[config.mk]
export PLATFORM = sky130hd
export DESIGN_NAME = pwm_bank
export DESIGN_NICKNAME = d
export VERILOG_FILES = /design/src/rtl/pwmb_pkg.sv /design/src/rtl/pwmb_prescale.sv /design/src/rtl/pwmb_regs.sv /design/src/rtl/pwmb_chan.sv /design/src/rtl/pwm_bank.sv
export SDC_FILE = /design/constraint.sdc
export NUM_CORES = 1
export LEC_CHECK = 0
export BUFFER_PORTS_ARGS = -buffer_cell sky130_fd_sc_hd__buf_2
export CORE_UTILIZATION = 40
export CTS_BUF_LIST = sky130_fd_sc_hd__clkbuf_8
export DETAILED_ROUTE_END_ITERATION = 12
export PLACE_DENSITY = 0.52
export SLEW_MARGIN = 20
export SYNTH_ARGS = -nofsm -noshare
export SYNTH_HDL_FRONTEND = slang
export SYNTH_HIERARCHICAL = 1
export SYNTH_SLANG_ARGS = --single-unit
export TNS_END_PERCENT = 10
[constraint.sdc]
create_clock -name clk -period 4.2 [get_ports clk]
set_input_delay 1.05 -clock clk [delete_from_list [all_inputs] [get_ports clk]]
set_output_delay 1.05 -clock clk [all_outputs]
set_load 0.005 [all_outputs]
[src/rtl/pwmb_pkg.sv]
package pwmb_pkg;

   // Which register of a channel an access selects
   typedef enum logic [1:0] {
      RK_NONE = 2'd0,
      RK_PER  = 2'd1,
      RK_DUTY = 2'd2,
      RK_CTRL = 2'd3
   } reg_kind_e;

   // Prescaler counter width needed for a divider select of div_w bits
   function automatic int pre_width(input int div_w);
      return (1 << div_w) - 1;
   endfunction

endpackage

[src/rtl/pwmb_prescale.sv]
module pwmb_prescale
   import pwmb_pkg::*;
#(
   parameter int DIV_W = 2
) (
   input  logic             clk,
   input  logic             rst_n,
   input  logic             hold,
   input  logic             tick,
   input  logic [DIV_W-1:0] div,
   output logic             step
);
   localparam int PRE_W = pre_width(DIV_W);

   logic [PRE_W-1:0] pre_q;
   logic [PRE_W-1:0] lim;

   // Terminal count for a 2^div division
   assign lim  = PRE_W'((1 << div) - 1);
   assign step = tick && !hold && (pre_q == lim);

   always_ff @(posedge clk) begin
      if (!rst_n || hold) begin
         pre_q <= '0;
      end else if (tick) begin
         pre_q <= (pre_q == lim) ? '0 : pre_q + PRE_W'(1);
      end
   end
endmodule

[src/rtl/pwmb_regs.sv]
module pwmb_regs
   import pwmb_pkg::*;
#(
   parameter int N_CH      = 4,
   parameter int CNT_W     = 16,
   parameter int DIV_W     = 2,
   parameter int DATA_W    = 32,
   parameter int ADDR_W    = 12,
   parameter int PER_BASE  = 'h400,
   parameter int DUTY_BASE = 'h420,
   parameter int CTRL_BASE = 'h440,
   parameter int STRIDE    = 4,
   parameter int INV_BIT   = 5
) (
   input  logic                        clk,
   input  logic                        rst_n,
   input  logic                        wr_en,
   input  logic [ADDR_W-1:0]           addr,
   input  logic [DATA_W-1:0]           wdata,
   output logic [DATA_W-1:0]           rdata,
   output logic [N_CH-1:0][CNT_W-1:0]  sh_per,
   output logic [N_CH-1:0][CNT_W-1:0]  sh_duty,
   output logic [N_CH-1:0][DIV_W-1:0]  sh_div,
   output logic [N_CH-1:0]             sh_inv,
   output logic [N_CH-1:0]             arm
);
   logic [N_CH-1:0][DATA_W-1:0] rd_vec;
   logic                        unused_wdata;

   assign unused_wdata = ^wdata;

   for (genvar i = 0; i < N_CH; i++) begin : g_ch
      reg_kind_e          kind;
      logic [CNT_W-1:0]   per_q;
      logic [CNT_W-1:0]   duty_q;
      logic [DIV_W-1:0]   div_q;
      logic               inv_q;
      logic [DATA_W-1:0]  ctrl_rd;

      always_comb begin
         if (addr == ADDR_W'(PER_BASE + STRIDE * i))       kind = RK_PER;
         else if (addr == ADDR_W'(DUTY_BASE + STRIDE * i)) kind = RK_DUTY;
         else if (addr == ADDR_W'(CTRL_BASE + STRIDE * i)) kind = RK_CTRL;
         else                                              kind = RK_NONE;
      end

      always_ff @(posedge clk) begin
         if (!rst_n) begin
            per_q  <= '0;
            duty_q <= '0;
            div_q  <= '0;
            inv_q  <= 1'b0;
         end else if (wr_en) begin
            case (kind)
               RK_PER:  per_q  <= wdata[CNT_W-1:0];
               RK_DUTY: duty_q <= wdata[CNT_W-1:0];
               RK_CTRL: begin
                  div_q <= wdata[DIV_W-1:0];
                  inv_q <= wdata[INV_BIT];
               end
               default: ;
            endcase
         end
      end

      always_comb begin
         ctrl_rd              = '0;
         ctrl_rd[DIV_W-1:0]   = div_q;
         ctrl_rd[INV_BIT]     = inv_q;
      end

      always_comb begin
         case (kind)
            RK_PER:  rd_vec[i] = DATA_W'(per_q);
            RK_DUTY: rd_vec[i] = DATA_W'(duty_q);
            RK_CTRL: rd_vec[i] = ctrl_rd;
            default: rd_vec[i] = '0;
         endcase
      end

      assign sh_per[i]  = per_q;
      assign sh_duty[i] = duty_q;
      assign sh_div[i]  = div_q;
      assign sh_inv[i]  = inv_q;
      assign arm[i]     = wr_en && (kind == RK_PER);
   end

   always_comb begin
      rdata = '0;
      for (int i = 0; i < N_CH; i++) rdata = rdata | rd_vec[i];
   end
endmodule

[src/rtl/pwmb_chan.sv]
module pwmb_chan #(
   parameter int CNT_W = 16,
   parameter int DIV_W = 2
) (
   input  logic             clk,
   input  logic             rst_n,
   input  logic             tick,
   input  logic             arm,
   input  logic [DIV_W-1:0] sh_div,
   input  logic             sh_inv,
   input  logic [CNT_W-1:0] sh_duty,
   input  logic [CNT_W-1:0] sh_per,
   output logic             pwm,
   output logic             running,
   output logic             pending,
   output logic             wrap
);
   logic [CNT_W-1:0] per_q;
   logic [CNT_W-1:0] duty_q;
   logic [CNT_W-1:0] cnt_q;
   logic [DIV_W-1:0] div_q;
   logic             inv_q;
   logic             pend_q;
   logic             step;
   logic             load;

   assign running = |per_q;
   assign pending = pend_q;

   pwmb_prescale #(.DIV_W(DIV_W)) u_pre (
      .clk   (clk),
      .rst_n (rst_n),
      .hold  (!running),
      .tick  (tick),
      .div   (div_q),
      .step  (step)
   );

   // Last count of the period in progress
   assign wrap = step && (cnt_q == per_q - CNT_W'(1));
   // Shadow transfer: at a period boundary, or at once when idle
   assign load = pend_q && (wrap || !running);

   always_ff @(posedge clk) begin
      if (!rst_n) begin
         per_q  <= '0;
         duty_q <= '0;
         div_q  <= '0;
         inv_q  <= 1'b0;
         cnt_q  <= '0;
      end else if (load) begin
         per_q  <= sh_per;
         duty_q <= sh_duty;
         div_q  <= sh_div;
         inv_q  <= sh_inv;
         cnt_q  <= '0;
      end else if (step) begin
         cnt_q  <= wrap ? '0 : cnt_q + CNT_W'(1);
      end
   end

   always_ff @(posedge clk) begin
      if (!rst_n)    pend_q <= 1'b0;
      else if (arm)  pend_q <= 1'b1;
      else if (load) pend_q <= 1'b0;
   end

   assign pwm = running && ((cnt_q < duty_q) ^ inv_q);
endmodule

[src/rtl/pwm_bank.sv]
module pwm_bank #(
   parameter int N_CH      = 4,
   parameter int CNT_W     = 16,
   parameter int DIV_W     = 2,
   parameter int DATA_W    = 32,
   parameter int ADDR_W    = 12,
   parameter int PER_BASE  = 'h400,
   parameter int DUTY_BASE = 'h420,
   parameter int CTRL_BASE = 'h440,
   parameter int STRIDE    = 4,
   parameter int INV_BIT   = 5
) (
   input  logic              clk,
   input  logic              rst_n,
   input  logic              tick_en,
   input  logic              wr_en,
   input  logic [ADDR_W-1:0] addr,
   input  logic [DATA_W-1:0] wdata,
   output logic [DATA_W-1:0] rdata,
   output logic [N_CH-1:0]   pwm_out
);
   localparam int WIN = STRIDE * N_CH;

   // Elaboration-time parameter checks
   if (N_CH < 1) begin : g_bad_nch
      $error("pwm_bank: N_CH must be at least 1");
   end
   if (CNT_W < 1 || CNT_W > DATA_W) begin : g_bad_cnt
      $error("pwm_bank: CNT_W must lie in 1..DATA_W");
   end
   if (DIV_W < 1 || DIV_W > 3) begin : g_bad_div
      $error("pwm_bank: DIV_W must lie in 1..3");
   end
   if (INV_BIT < DIV_W || INV_BIT >= DATA_W) begin : g_bad_inv
      $error("pwm_bank: INV_BIT overlaps the divider field or exceeds DATA_W");
   end
   if (PER_BASE + WIN > DUTY_BASE || DUTY_BASE + WIN > CTRL_BASE ||
       CTRL_BASE + WIN > (1 << ADDR_W)) begin : g_bad_map
      $error("pwm_bank: register windows overlap or exceed the address space");
   end

   logic [N_CH-1:0][CNT_W-1:0] sh_per;
   logic [N_CH-1:0][CNT_W-1:0] sh_duty;
   logic [N_CH-1:0][DIV_W-1:0] sh_div;
   logic [N_CH-1:0]            sh_inv;
   logic [N_CH-1:0]            arm;
   logic [N_CH-1:0]            run_vec;
   logic [N_CH-1:0]            pend_vec;
   logic [N_CH-1:0]            wrap_vec;

   pwmb_regs #(
      .N_CH(N_CH), .CNT_W(CNT_W), .DIV_W(DIV_W), .DATA_W(DATA_W),
      .ADDR_W(ADDR_W), .PER_BASE(PER_BASE), .DUTY_BASE(DUTY_BASE),
      .CTRL_BASE(CTRL_BASE), .STRIDE(STRIDE), .INV_BIT(INV_BIT)
   ) u_regs (
      .clk     (clk),
      .rst_n   (rst_n),
      .wr_en   (wr_en),
      .addr    (addr),
      .wdata   (wdata),
      .rdata   (rdata),
      .sh_per  (sh_per),
      .sh_duty (sh_duty),
      .sh_div  (sh_div),
      .sh_inv  (sh_inv),
      .arm     (arm)
   );

   for (genvar i = 0; i < N_CH; i++) begin : g_chan
      pwmb_chan #(.CNT_W(CNT_W), .DIV_W(DIV_W)) u_chan (
         .clk     (clk),
         .rst_n   (rst_n),
         .tick    (tick_en),
         .arm     (arm[i]),
         .sh_div  (sh_div[i]),
         .sh_inv  (sh_inv[i]),
         .sh_duty (sh_duty[i]),
         .sh_per  (sh_per[i]),
         .pwm     (pwm_out[i]),
         .running (run_vec[i]),
         .pending (pend_vec[i]),
         .wrap    (wrap_vec[i])
      );
   end
endmodule

==> results of run 1 <==
-- worst max-delay path, stage by stage --
cell	delay, ns
buf_2	0.21
or3_1	0.56
nor3_1	0.35
a32oi_1	0.16
a21oi_1	0.34
buf_4	0.17
buf_2	0.10
-- repair_timing --
action | 4_1_cts | 5_1_grt
endpoints found under the setup margin | 0 | 1
buffers inserted | 0 | 0
resized for setup | 0 | 1
-- through the flow --
stage	cells	power, W	utilization	hold WS, ns
2_1_floorplan	2374	0.00365	-	0.450
3_3_place_gp	2962	0.00374	0.415	0.462
3_5_place_dp	2962	0.00375	0.415	0.465
4_1_cts	3074	0.00722	0.441	0.473
5_1_grt	3074	0.00739	0.441	0.494
6_report	3074	0.00713	0.441	0.470
-- placed cells by master, fill, tap and decap left out, drive strengths merged, types with 11 or more instances in the layout --
cell,n
mux2,21
a21boi,21
clkbuf,89
xor2,80
dfxtp,360
a31oi,17
o21ai,163
or4,16
a2bb2oi,13
nor4,18
nor2b,150
and3,27
nand3,51
conb,16
mux2i,165
o31ai,11
nand3b,144
inv,115
nor3b,26
buf,100
nand2,61
nand4,59
o21a,16
nor4b,11
nor2,127
o2bb2ai,13
xnor2,52
nor3,37
a21o,24
a21oi,170
clkinv,11
ha,72
-- final timing paths --
path                          startpoint                           to
max                              addr[6]                    rdata[13]
min          g_chan[1].u_chan/duty_q[14]  g_chan[1].u_chan/duty_q[14]
max reg2reg    g_chan[3].u_chan/per_q[0]    g_chan[3].u_chan/per_q[1]
min reg2reg  g_chan[1].u_chan/duty_q[14]  g_chan[1].u_chan/duty_q[14]
-- cells in the mapped netlist, types with 8 or more instances --
cell and number:
nor3_1 33, buf_6 21, o21a_1 16, nand2b_1 9, nor3b_1 26, nor2_2 40
o21ai_1 28, inv_1 96, nand3_1 51, a2bb2oi_1 9, or3_1 9, buf_4 26
and3_1 27, and4_1 8, mux2_2 21, a21boi_0 17, a32oi_1 9, a31oi_1 17
o21ai_0 135, nand2_1 57, nor2_1 87, xor2_1 80, dfxtp_1 360, o2bb2ai_1 9
or4_4 12, a21oi_1 170, or2_2 8, nand4_1 55, nor2b_1 150, a21o_1 24
buf_2 44, clkbuf_1 107, nand3b_1 140, ha_1 72, xnor2_1 52, nor4_1 9
nor4b_1 8, mux2i_1 165
-- power by group through the flow --
stage	combinational, W	clock [W]	sequential [W]
after floorplan	0.000158	0	0.00349
after global placement	0.000254	0	0.00349
after detailed placement	0.000255	0	0.00349
after CTS	0.000256	0.00355	0.00342
after global routing	0.000270	0.00370	0.00341
final	0.000257	0.00345	0.00342
-- sequential cells by signal, indices dropped and copies added, names as in the netlist --
register and count:
u_regs/g_ch.per_q 64, g_chan.u_chan/u_pre/pre_q 12, u_regs/g_ch.inv_q 4, g_chan.u_chan/per_q 64, g_chan.u_chan/cnt_q 64, g_chan.u_chan/duty_q 64
u_regs/g_ch.duty_q 64, g_chan.u_chan/div_q 8, u_regs/g_ch.div_q 8, g_chan.u_chan/pending 4, g_chan.u_chan/inv_q 4
-- metal layers --
| metal | vias to the layer above | track usage |
|---|---|---|
| met3 | 94 | 0.0413 |
| li1 | 8349 | - |
| met1 | 8393 | 0.319 |
| met5 | - | 0 |
| met2 | 369 | 0.375 |
| met4 | 6 | 0.0684 |
-- cell type report --
type | count | area share
clock inverters | 23 | 0.00519
flip-flops and latches | 360 | 0.311
well taps | 688 | 0.0372
inverters | 105 | 0.0170
multi-input cells | 1709 | 0.547
repair buffers | 100 | 0.0297
clock buffers | 89 | 0.0529
-- logic make-up after synthesis --
family / share of synthesized area
flip-flops: 0.339
buffers and inverters: 0.0685
multiplexers: 0.0920
AO/OA/AOI/OAI: 0.166
AND/OR/NAND/NOR: 0.238
other: 0.000176
XOR/XNOR: 0.0544
adder cells (fa/ha/maj): 0.0424
==> impl_metrics.json, run 1 <==
{
  "cp_data_required_time_ns": 3.15,
  "cp_max_fo": 9,
  "vias": 17211,
  "fp.dieArea_um2": 54100,
  "swShare": 0.239,
  "multi_input_area_um2": 12700,
  "rrSetupSlack_ns": 0.85,
  "end_kind": "primary output",
  "nFillCells": 5204,
  "tns_ns": 0,
  "period_minus_slack_ns": 3.99,
  "fin_ws_ns": 0.206,
  "dr.pass1.iters": 5,
  "max_freq_ghz": 0.250,
  "core_um2": 52600,
  "cts_made_buffers": 67,
  "drtAntennaViolNets": 0,
  "wl_per_cell_um": 20.5,
  "worstMarginPinSlew_ns": 1.08,
  "combPwrFrac": 0.036,
  "synth-async-reset-ratio": 0,
  "cts_tree": "done",
  "clkTransAtPathRegs_ns": 0.05,
  "drive_above_1_share": 0.147,
  "die_x_um": 232,
  "yosysTopAreaCell": "dfxtp_1",
  "htreeDepth": 3,
  "drt_iter0_drc": 1292,
  "grt_pass1_wl_um": 97900,
  "track_usage": 0.234,
  "worstHoldPathType": "reg -> reg",
  "p_per_area_nw_per_um2": 308,
  "wl_met1_um": 29900,
  "synth-seq-cells": 360,
  "synth_ff_type": "dfxtp_1",
  "arrival_ns": 2.94,
  "fp.dieH_um": 232,
  "p_int_w": 0.00542,
  "fp-row-count": 84,
  "status": "complete, no violations",
  "yosysUniqueCellTypes": 81,
  "routed_via_density": 5.60,
  "r2r_cells": 13,
  "gp_congestion": 0.925,
  "dpl_worst_slack_ns": 0.147,
  "yosysWarnings": 6,
  "placed_area_um2": 21800,
  "n_antenna_cell": 0,
  "cts_sinks": 360,
  "maxCapViolCount": 0,
  "seq_area_um2": 7210,
  "grt_overflow": 0,
  "start_util": 0.404,
  "skew_ns": 0.0240,
  "synth_edf_count": 0,
  "power_frac_seq": 0.479,
  "slew_violations": 0,
  "cts.path.max_buffers": 3,
  "p_sw_w": 0.00170,
  "top_layer": "met5",
  "syn-instance-count": 2359,
  "grt_pass1_vias": 16541,
  "critPathLaunchType": "input pin",
  "grt_max_degree": 73,
  "portBuffers": 51,
  "netlist.area_leader.share": 0.339,
  "boundaryPins": 84,
  "period_share": 0.951,
  "cts_root_buffer": "clkbuf_8",
  "hold_buffers": 0,
  "dpl.hpwl_um": 45100,
  "drc": 0,
  "finalHoldViolCount": 0,
  "rsz0062_at_grt": "no",
  "irDropWorstVdd_v": 0.000282,
  "slew_headroom": 0.279,
  "pwr-share-clk": 0.485,
  "final-setup-viol-count": 0,
  "seq_area_frac_synth": 0.339,
  "fin_nets": 2463,
  "syn_area_um2": 21300,
  "fin_area_um2": 23200,
  "clock_latency_ns": 0.63,
  "hold_depth": 2,
  "synth.area.top_cells": "dfxtp_1, mux2i_1, nand3b_1",
  "antenna_found_initial": 3,
  "drt_wl_total_um": 63100,
  "crit_type": "in -> out",
  "p_leak_nw": 9.38,
  "avgSynthCellArea_um2": 9.01,
  "dr_wl_met3_um": 3010,
  "dr_wl_met2_um": 28600,
  "syn2layout_area_growth_pct": 8.99
}
No activity file was read; power rests on OpenSTA's default activity.
==> inputs of run 2 (changes only) <==
CORE_MARGIN = 3   (was unset)
SLEW_MARGIN = 10   (was 20)
==> impl_metrics.json, run 2 (synthesis gave the netlist of run 1 again) <==
{
  "p_per_area_nw_per_um2": 306,
  "antenna_found_initial": 4,
  "slew_headroom": 0.239,
  "clkTransAtPathRegs_ns": 0.05,
  "cts_tree": "done",
  "rsz0062_at_grt": "no",
  "end_kind": "primary output",
  "cp_slowest_cell": "or3_1",
  "wl_per_cell_um": 20.4,
  "fp.dieH_um": 236,
  "grt_pass1_vias": 16456,
  "grt_max_degree": 74,
  "layout_common_cells": "dfxtp_1, a21oi_1, mux2i_1",
  "worstHoldPathType": "reg -> reg",
  "period_share": 0.970,
  "fin_nets": 2464,
  "r2r_cells": 12,
  "fp.dieArea_um2": 55900,
  "htreeDepth": 3,
  "track_usage": 0.220,
  "drc": 0,
  "grt_pass1_wl_um": 97100,
  "cp_max_fo": 7,
  "worstMarginPinSlew_ns": 1.14,
  "p_leak_nw": 9.41,
  "crit_chain": "buf_2 -> or3_1 -> nor3_1 -> a32oi_1 -> a21oi_1 -> buf_4 -> buf_2",
  "drt_wl_total_um": 62800,
  "cp_data_required_time_ns": 3.15,
  "cts_made_buffers": 68,
  "cts.path.max_buffers": 3,
  "period_minus_slack_ns": 4.08,
  "status": "complete, no violations",
  "final_common_cell": "dfxtp_1",
  "die_x_um": 236,
  "fin_ws_ns": 0.125,
  "dr.pass1.iters": 5,
  "gp_congestion": 0.938,
  "drtAntennaViolNets": 0,
  "hold_slack_ns": 0.473,
  "start_util": 0.409,
  "vias": 17060,
  "dpl_worst_slack_ns": 0.250,
  "placed_area_um2": 21800,
  "maxCapViolCount": 0,
  "crit_path_frequent_cell": "buf_2",
  "arrival_ns": 3.03,
  "core_um2": 51900,
  "critPathLaunchType": "input pin",
  "fin_area_um2": 23200,
  "r2r_start": "g_chan[2].u_chan/per_q[0]",
  "syn2layout_area_growth_pct": 9.03,
  "fp-row-count": 83,
  "max_freq_ghz": 0.245,
  "post_cts_resize_count": 0,
  "dpl.hpwl_um": 45100,
  "crit_type": "in -> out",
  "clock_latency_ns": 0.64,
  "grt_overflow": 0,
  "crit_start": "addr[4]",
  "drt_iter0_drc": 1134,
  "hold_buffers": 0,
  "routed_via_density": 5.55,
  "skew_ns": 0.0252,
  "finalPower_w": 0.00710,
  "cpPeakStageDelay_ns": 0.55,
  "slew_violations": 0,
  "r2r-end": "g_chan[2].u_chan/cnt_q[12]",
  "boundaryPins": 84,
  "final-setup-viol-count": 0,
  "cts_sinks": 360,
  "cts_root_buffer": "clkbuf_8",
  "rrSetupSlack_ns": 0.79,
  "portBuffers": 51,
  "post_cts_buffers": 0,
  "endpoint": "rdata[13]",
  "drive_above_1_share": 0.146,
  "finalHoldViolCount": 0,
  "irDropWorstVdd_v": 0.000301,
  "tns_ns": 0
}
==> run 2: cell types whose count changed in the layout (fill, tap and decap cells not counted), sizes merged <==
cell | before | now
inv | 115 | 123
bufinv | 1 | 2
diode | 0 | 2
clkbuf | 89 | 84
==> run 2: layer usage <==
metal,up-vias,global-route usage,share of wire
met5,-,0,0.00032
met4,2,0.0740,0.029
met3,102,0.0532,0.060
met2,357,0.345,0.45
met1,8247,0.296,0.46
li1,8352,-,-
==> run 2: cell type report <==
type,count,area [µm²]
sequential,360,7210
fill,5121,28800
tap,680,851
inverter,105,394
timing repair buffer,100,713
clock buffer,84,1160
multi-input combinational,1709,12700
antenna,2,5.00
clock inverter,32,184
==> run 2: how the worst min path moves through the flow <==
stage / endpoint / startpoint / cells past startpoint
2_1_floorplan: g_chan[0].u_chan/duty_q[10] / g_chan[0].u_chan/duty_q[10] / 2
3_3_place_gp: g_chan[2].u_chan/duty_q[14] / g_chan[2].u_chan/duty_q[14] / 2
3_5_place_dp: g_chan[2].u_chan/duty_q[4] / g_chan[2].u_chan/duty_q[4] / 2
4_1_cts: g_chan[2].u_chan/duty_q[4] / g_chan[2].u_chan/duty_q[4] / 2
5_1_grt: g_chan[1].u_chan/duty_q[3] / g_chan[1].u_chan/duty_q[3] / 2
6_report: g_chan[2].u_chan/duty_q[14] / g_chan[2].u_chan/duty_q[14] / 2
==> run 2: critical path: cells and delay by family <==
family	cells	cell delay, ns
AOI/OAI and AO/OA	2	0.59
buffers and inverters	3	0.46
and+or+nand+nor	2	0.91
==> run 2: metrics by stage <==
step | utilization | cells
after detailed placement | 0.420 | 2954
after global routing | 0.446 | 3071
after floorplan | - | 2374
final | 0.446 | 3072
after global placement | 0.420 | 2954
after CTS | 0.446 | 3070
==> run 2: report_power, final <==
| part | switching (W) | internal, W | leakage [nW] |
|---|---|---|---|
| clock | 0.00151 | 0.00191 | 0.778 |
| combinational | 0.000179 | 0.0000765 | 5.74 |
| sequential | 0.000000146 | 0.00342 | 2.90 |
